## config.mk

```make
export PLATFORM = sky130hd
export DESIGN_NAME = sline_regdec
export DESIGN_NICKNAME = d
export VERILOG_FILES = /design/src/rtl/sline_regdec_pkg.sv /design/src/rtl/sline_addr_dec.sv /design/src/rtl/sline_vec_arb.sv /design/src/rtl/sline_regdec.sv
export SDC_FILE = /design/constraint.sdc
export NUM_CORES = 1
export LEC_CHECK = 0
export ABC_AREA = 0
export BUFFER_PORTS_ARGS = -buffer_cell sky130_fd_sc_hd__buf_4
export CORE_MARGIN = 2
export CORE_UTILIZATION = 37
export CTS_CLUSTER_DIAMETER = 80
export CTS_CLUSTER_SIZE = 10
export DETAILED_ROUTE_END_ITERATION = 16
export GPL_TIMING_DRIVEN = 0
export PLACE_DENSITY_LB_ADDON = 0.25
export SYNTH_ARGS = -nofsm -noshare
export SYNTH_HDL_FRONTEND = slang
export SYNTH_HIERARCHICAL = 1
export SYNTH_SLANG_ARGS = --single-unit
```

## constraint.sdc

```tcl
create_clock -name clk -period 1.2 [get_ports clk]
set_input_delay 0.12 -clock clk [delete_from_list [all_inputs] [get_ports clk]]
set_output_delay 0.12 -clock clk [all_outputs]
set_load 0.03 [all_outputs]
```

## src/rtl/sline_regdec_pkg.sv

```systemverilog
package sline_regdec_pkg;

    localparam int ADDR_W   = 16;
    localparam int STRAP_LO = 3;
    localparam int ASTRAP_N = 8;
    localparam int VSTRAP_N = 6;
    localparam int NREG     = 4;

    typedef enum logic [1:0] {
        REG_RX_STAT = 2'd0,
        REG_RX_DATA = 2'd1,
        REG_TX_STAT = 2'd2,
        REG_TX_DATA = 2'd3
    } reg_id_e;

    typedef enum logic {
        ARB_IDLE  = 1'b0,
        ARB_GRANT = 1'b1
    } arb_state_e;

    typedef struct packed {
        logic [ADDR_W-1:0] addr;
        logic              rd;
        logic              wr;
        logic              byte_acc;
    } bus_req_t;

    typedef struct packed {
        logic [NREG-1:0] sel;
        logic            rd;
        logic            wlo;
        logic            whi;
    } reg_strobe_t;

    // Fitted address strap clears its bit: the base is the inverted strap word.
    function automatic logic [ASTRAP_N-1:0] strap_to_base(input logic [ASTRAP_N-1:0] s);
        return ~s;
    endfunction

endpackage

```

## src/rtl/sline_addr_dec.sv

```systemverilog
module sline_addr_dec
    import sline_regdec_pkg::*;
#(
    parameter int AW   = ADDR_W,
    parameter int SLO  = STRAP_LO,
    parameter int SN   = ASTRAP_N,
    parameter int NR   = NREG
) (
    input  logic          clk,
    input  logic          rst,
    input  bus_req_t      req,
    input  logic [SN-1:0] straps,
    output reg_strobe_t   strb
);
    localparam int IDX_W  = $clog2(NR);
    localparam int FIX_LO = SLO + SN;
    localparam int FIX_N  = AW - FIX_LO;

    logic [SN-1:0]    base_bits;
    logic             upper_ok;
    logic             strap_ok;
    logic             hit;
    logic             acc;
    logic [IDX_W-1:0] idx;
    reg_strobe_t      strb_d;

    assign base_bits = strap_to_base(straps);
    assign upper_ok  = &req.addr[AW-1:FIX_LO];
    assign strap_ok  = (req.addr[FIX_LO-1:SLO] == base_bits);
    assign hit       = upper_ok && strap_ok;
    assign acc       = req.rd || req.wr;
    assign idx       = req.addr[1 +: IDX_W];

    for (genvar g = 0; g < NR; g++) begin : g_sel
        assign strb_d.sel[g] = hit && acc && (idx == IDX_W'(g));
    end

    assign strb_d.rd  = hit && req.rd;
    assign strb_d.wlo = hit && req.wr && (!req.byte_acc || !req.addr[0]);
    assign strb_d.whi = hit && req.wr && (!req.byte_acc ||  req.addr[0]);

    always_ff @(posedge clk) begin
        if (rst) strb <= '0;
        else     strb <= strb_d;
    end

    if (FIX_N < 1) begin : g_bad
        initial $error("address width leaves no fixed upper bits");
    end
endmodule

```

## src/rtl/sline_vec_arb.sv

```systemverilog
module sline_vec_arb
    import sline_regdec_pkg::*;
#(
    parameter int SLO = STRAP_LO,
    parameter int VN  = VSTRAP_N,
    localparam int VW = SLO + VN
) (
    input  logic          clk,
    input  logic          rst,
    input  logic [VN-1:0] straps,
    input  logic          rx_pend,
    input  logic          tx_pend,
    input  logic          ack,
    output logic          req,
    output logic          is_tx,
    output logic [VW-1:0] vec
);
    localparam logic [VW-1:0] TX_OFS = VW'(4);

    arb_state_e    state;
    logic          pick_tx;
    logic [VW-1:0] base_vec;

    assign pick_tx  = !rx_pend;
    assign base_vec = {straps, {SLO{1'b0}}};

    always_ff @(posedge clk) begin
        if (rst) begin
            state <= ARB_IDLE;
            is_tx <= 1'b0;
            vec   <= '0;
        end else begin
            unique case (state)
                ARB_IDLE: begin
                    if (rx_pend || tx_pend) begin
                        state <= ARB_GRANT;
                        is_tx <= pick_tx;
                        vec   <= pick_tx ? (base_vec | TX_OFS) : base_vec;
                    end
                end
                ARB_GRANT: begin
                    if (ack) begin
                        state <= ARB_IDLE;
                        is_tx <= 1'b0;
                        vec   <= '0;
                    end
                end
                default: state <= ARB_IDLE;
            endcase
        end
    end

    assign req = (state == ARB_GRANT);
endmodule

```

## src/rtl/sline_regdec.sv

```systemverilog
module sline_regdec
    import sline_regdec_pkg::*;
#(
    parameter int AW  = ADDR_W,
    parameter int SLO = STRAP_LO,
    parameter int ASN = ASTRAP_N,
    parameter int VSN = VSTRAP_N,
    parameter int NR  = NREG,
    localparam int VW = SLO + VSN
) (
    input  logic           clk,
    input  logic           rst,
    input  logic [AW-1:0]  bus_addr,
    input  logic           bus_rd,
    input  logic           bus_wr,
    input  logic           bus_byte,
    input  logic [ASN-1:0] addr_strap,
    input  logic [VSN-1:0] vec_strap,
    input  logic           rx_pend,
    input  logic           tx_pend,
    input  logic           irq_ack,
    output logic [NR-1:0]  reg_sel,
    output logic           rd_stb,
    output logic           wr_lo,
    output logic           wr_hi,
    output logic           irq_req,
    output logic           irq_is_tx,
    output logic [VW-1:0]  irq_vec
);
    bus_req_t    req;
    reg_strobe_t strb;

    assign req.addr     = bus_addr;
    assign req.rd       = bus_rd;
    assign req.wr       = bus_wr;
    assign req.byte_acc = bus_byte;

    sline_addr_dec #(.AW(AW), .SLO(SLO), .SN(ASN), .NR(NR)) u_dec (
        .clk    (clk),
        .rst    (rst),
        .req    (req),
        .straps (addr_strap),
        .strb   (strb)
    );

    sline_vec_arb #(.SLO(SLO), .VN(VSN)) u_arb (
        .clk     (clk),
        .rst     (rst),
        .straps  (vec_strap),
        .rx_pend (rx_pend),
        .tx_pend (tx_pend),
        .ack     (irq_ack),
        .req     (irq_req),
        .is_tx   (irq_is_tx),
        .vec     (irq_vec)
    );

    assign reg_sel = strb.sel;
    assign rd_stb  = strb.rd;
    assign wr_lo   = strb.wlo;
    assign wr_hi   = strb.whi;
endmodule

```

Word level (Yosys, flattened, before mapping)

Cells that the tools add are included.

Register bits: 18
Bits of input ports: 38
Logic and storage cells: 45

Equal/unequal tests: 6
Muxes and demuxes: 10
Bitwise gates (word level): 2
Reduce and logical (&&, ||, !) cells: 20

Operators by type and width:

| cell               | number |
|---|---|
| $mux 9             | 2 |
| $pmux 9 s2         | 1 |
| $logic_and 1x1->1  | 10 |
| $eq 8x8->1         | 1 |
| $not 8->8          | 1 |
| $reduce_and 5->1   | 1 |
| $eq 2x2->1 const B | 2 |
| $logic_or 1x1->1   | 4 |
| $mux 1             | 4 |
| $pmux 1 s2         | 2 |
| $logic_not 1->1    | 3 |
| $mux 3             | 1 |
| $eq 2x1->1 const B | 1 |
| $logic_not 2->1    | 1 |
| $ne 2x1->1 const B | 1 |
| $ne 2x2->1 const B | 1 |
| $reduce_and 2->1   | 1 |
| $not 1->1          | 1 |

Longest topological paths before layout

Depth in word-level cells: 5
Depth in mapped cells: 3
Mapped depth without buffers: 3

Hierarchy

The synthesis kept the hierarchy.

Modules (own cells, without submodules):

| module         | instances | cells each | area an instance (um^2) |
|---|---|---|---|
| sline_addr_dec | 1         | 37         | 352.8 |
| sline_vec_arb  | 1         | 27         | 316.6 |

Worst setup path after synthesis

No wires, ideal clock.

Path kind: register -> register
Start: register u_arb.state (netlist: u_arb/req)
End: register u_arb.vec[2]
Setup time: 0.060 ns
Arrival: 1.215 ns
Setup slack: -0.075 ns
Cell stages (with the launch flop): 4
Buffers on the path: 0
Clock period less this slack: 1.275 ns
Cells stage by stage: dfxtp_1 > or3_4 > a21oi_4 > a22o_2

Longest elaborated chain between the ends: 3
Elaborated cells between the ends (all ways): 5

RTL lines:

| what                              | line                | text |
|---|---|---|
| from (decl)                       | sline_vec_arb.sv:20 | `arb_state_e state;` |
| from (signal assigned)            | sline_vec_arb.sv:29 | `state <= ARB_IDLE;` |
| from (signal assigned)            | sline_vec_arb.sv:36 | `state <= ARB_GRANT;` |
| from (signal assigned)            | sline_vec_arb.sv:43 | `state <= ARB_IDLE;` |
| $not 1->1                         | sline_vec_arb.sv:33 | `unique case (state)` |
| $ne 2x1->1 (no source line)       | --                  |  |
| $reduce_and 2->1 (no source line) | --                  |  |
| to (signal assigned)              | sline_vec_arb.sv:38 | `vec <= pick_tx ? (base_vec \| TX_OFS) : base_vec;` |
| to (decl)                         | sline_vec_arb.sv:16 | `output logic [VW-1:0] vec` |

Several ways; a longest one is shown, not always the timed one.
A chain may end at the register's enable or synchronous reset.

Final worst setup path

Start: register u_arb.state (netlist: u_arb/req)
End: register u_arb.vec[7]

The elaborated chain is that of the path after synthesis.

==> metrics <==
status finished clean; hold buffers post-CTS 0; final WL 1510 µm; vias per cell 4.55; CTS tree yes; distinct cell type count after synthesis 22; Max Cap Violations 0; drt pass-1 iters 3; most frequent cells in the layout 57 x buf_4, 14 x dfxtp_1, 8 x xor2_1; die span in x 46.5 µm; full die area 0.00217 mm²; CP Class register to register; IO Pins 56; Worst Path Buf+Inv 0; Final Power 1.09 mW; Post-Syn Instances 64; peak supply drop 480 µV; asr flop ratio synth 0; Tcrit/Tclk final 0.939; setup repair after global routing missed its margin no; Iteration-0 DRC Markers 5; largest net degree at the start of global routing 9; P_sw 288 µW; logic gate share of total power 0.268; pins over their slew limit 0; Setup crit end kind register; worst-skew pair later-pin latency 270 ps; GPL Wtd Cong 0.631; # port buffers 53; synthesized area 669 µm²; most common cell after layout, fill and taps aside buf_4; Core Util, Final 0.673; number of synthesized flops with an enable pin 0; Final Non-Filler Cells 148; global-route wire length before repair 2240 µm; routed via count 674; Slowest-stage cell, CP or3_4; initial antenna violation count 0; Startpoint Class register; Critical Path AT 1340 ps; routed len/inst 10.2 µm; Starting Density 0.392; CP max FO 7; switching share of power 0.264; clk slew on worst S/H paths 90 ps; hold_ws 57.8 ps; placed cell count 143; Core ar. 0.00171 mm²; antenna-violating nets left 0; Hold Vio Cnt, Final 0; layout cells sized above 1 0.618; internal power 803 µW; skew final 5.48 ps; vias in the first global route 577; Clock Root Buffer clkbuf_4; Layout Nets 162; Die Y-Extent 46.5 µm; minimum clock period 1130 ps; Cell Pwr Density 949 mW/mm²; leakage 0.562 nW; DRC violation count after routing 0; TritonCTS Buffers 3; Fill cells 152; CTS Sinks 15; total congestion overflow 0; Max Freq 888 MHz; clock buffer depth 2; Sequential Power Share 0.483; post-synthesis sequential area ratio 0.449; Setup Viol. Count Final 0; critical path cell sequence or3_4, a21oi_4, a22o_2; Layout area overhead 71.6%; Synth Area per Inst 10.5 µm²; Hold/Removal Path Class input pin to register; Clock power frac 0.249; FF+latch count, synth 15; CP required 1420 ps; CP max stage delay 340 ps; synth warn 6; H-tree depth 1; Worst path top cell family by delay compound AO/OA/AOI/OAI gates; ant diodes 0; # rows 15; gr usage total 0.144; ys flop type dfxtp_1
## what timing repair did
item                       CTS  global route
setup endpoints to repair    7             7
pin swaps                    3             1
buffers inserted             1             0
resized for setup            1             1
## final cells by class
cell class | instances | area (µm²) | share of cell area
repair buffers | 54 | 405 | 0.353
multi-input cells | 44 | 350 | 0.305
flip-flops and latches | 15 | 302 | 0.263
well taps | 25 | 31.3 | 0.0272
clock buffers | 4 | 26.3 | 0.0229
plain buffers | 3 | 22.5 | 0.0196
inverters | 3 | 11.3 | 0.00980
## worst paths after layout
path,slack [ps],startpoint,endpoint,cells after the start
max reg2reg,70,u_arb/req,u_arb/vec[7],3
max,70,u_arb/req,u_arb/vec[7],3
min,60,vec_strap[0],u_arb/vec[3],2
min reg2reg,490,u_arb/vec[3],u_arb/vec[3],1
## power by group through the flow
stage | sequential, mW | combinational [mW] | clock [mW]
detailed placement | 0.540 | 0.282 | 0
global route | 0.529 | 0.315 | 0.323
finish | 0.527 | 0.292 | 0.271
floorplan | 0.576 | 0.0994 | 0
global placement | 0.539 | 0.276 | 0
CTS | 0.527 | 0.290 | 0.279
## synth_stat cells (2+ instances only)
| cell type | count | area [µm²] |
|---|---|---|
| inv_1 | 3 | 11.3 |
| xor2_1 | 8 | 70.1 |
| nand2_1 | 3 | 11.3 |
| nor2_1 | 2 | 7.51 |
| nor4_1 | 7 | 43.8 |
| buf_4 | 3 | 22.5 |
| nand3b_1 | 2 | 15.0 |
| nand4_2 | 2 | 25.0 |
| a22o_2 | 7 | 70.1 |
| dfxtp_1 | 15 | 300 |
## layer usage
layer  wire length [µm]  vias to the layer above  global-route usage
li1                   -                      345                   -
met1                558                      301               0.155
met2                822                       26               0.264
met3                118                        2              0.0392
met4                  8                        0              0.0514
met5                  0                        -                   0
## sequential cells by signal, summed over array words and instances (netlist names)
name,flops
u_arb/vec,7
u_dec/strb,7
u_arb/req,1
## cells by family (layout without fill, tap and decap cells)
kind of cell,Yosys count,after routing,synth area share
and+or+nand+nor,24,24,0.247
DFF,15,15,0.449
xor gates and xnor gates,8,8,0.105
AOI/OAI and AO/OA,10,10,0.144
other,1,2,0.00560
buffers and inverters,6,64,0.0505
## per-stage QoR
step	TNS (ps)	cell area, µm²	setup WS [ps]
after floorplan	0	674	19.5
after global placement	-396	1100	-59.9
after detailed placement	-318	1100	-51.1
after CTS	0	1140	49.5
after global routing	0	1150	13.5
final	0	1150	73.5
Note: power is estimated with default switching activity, not from simulation.
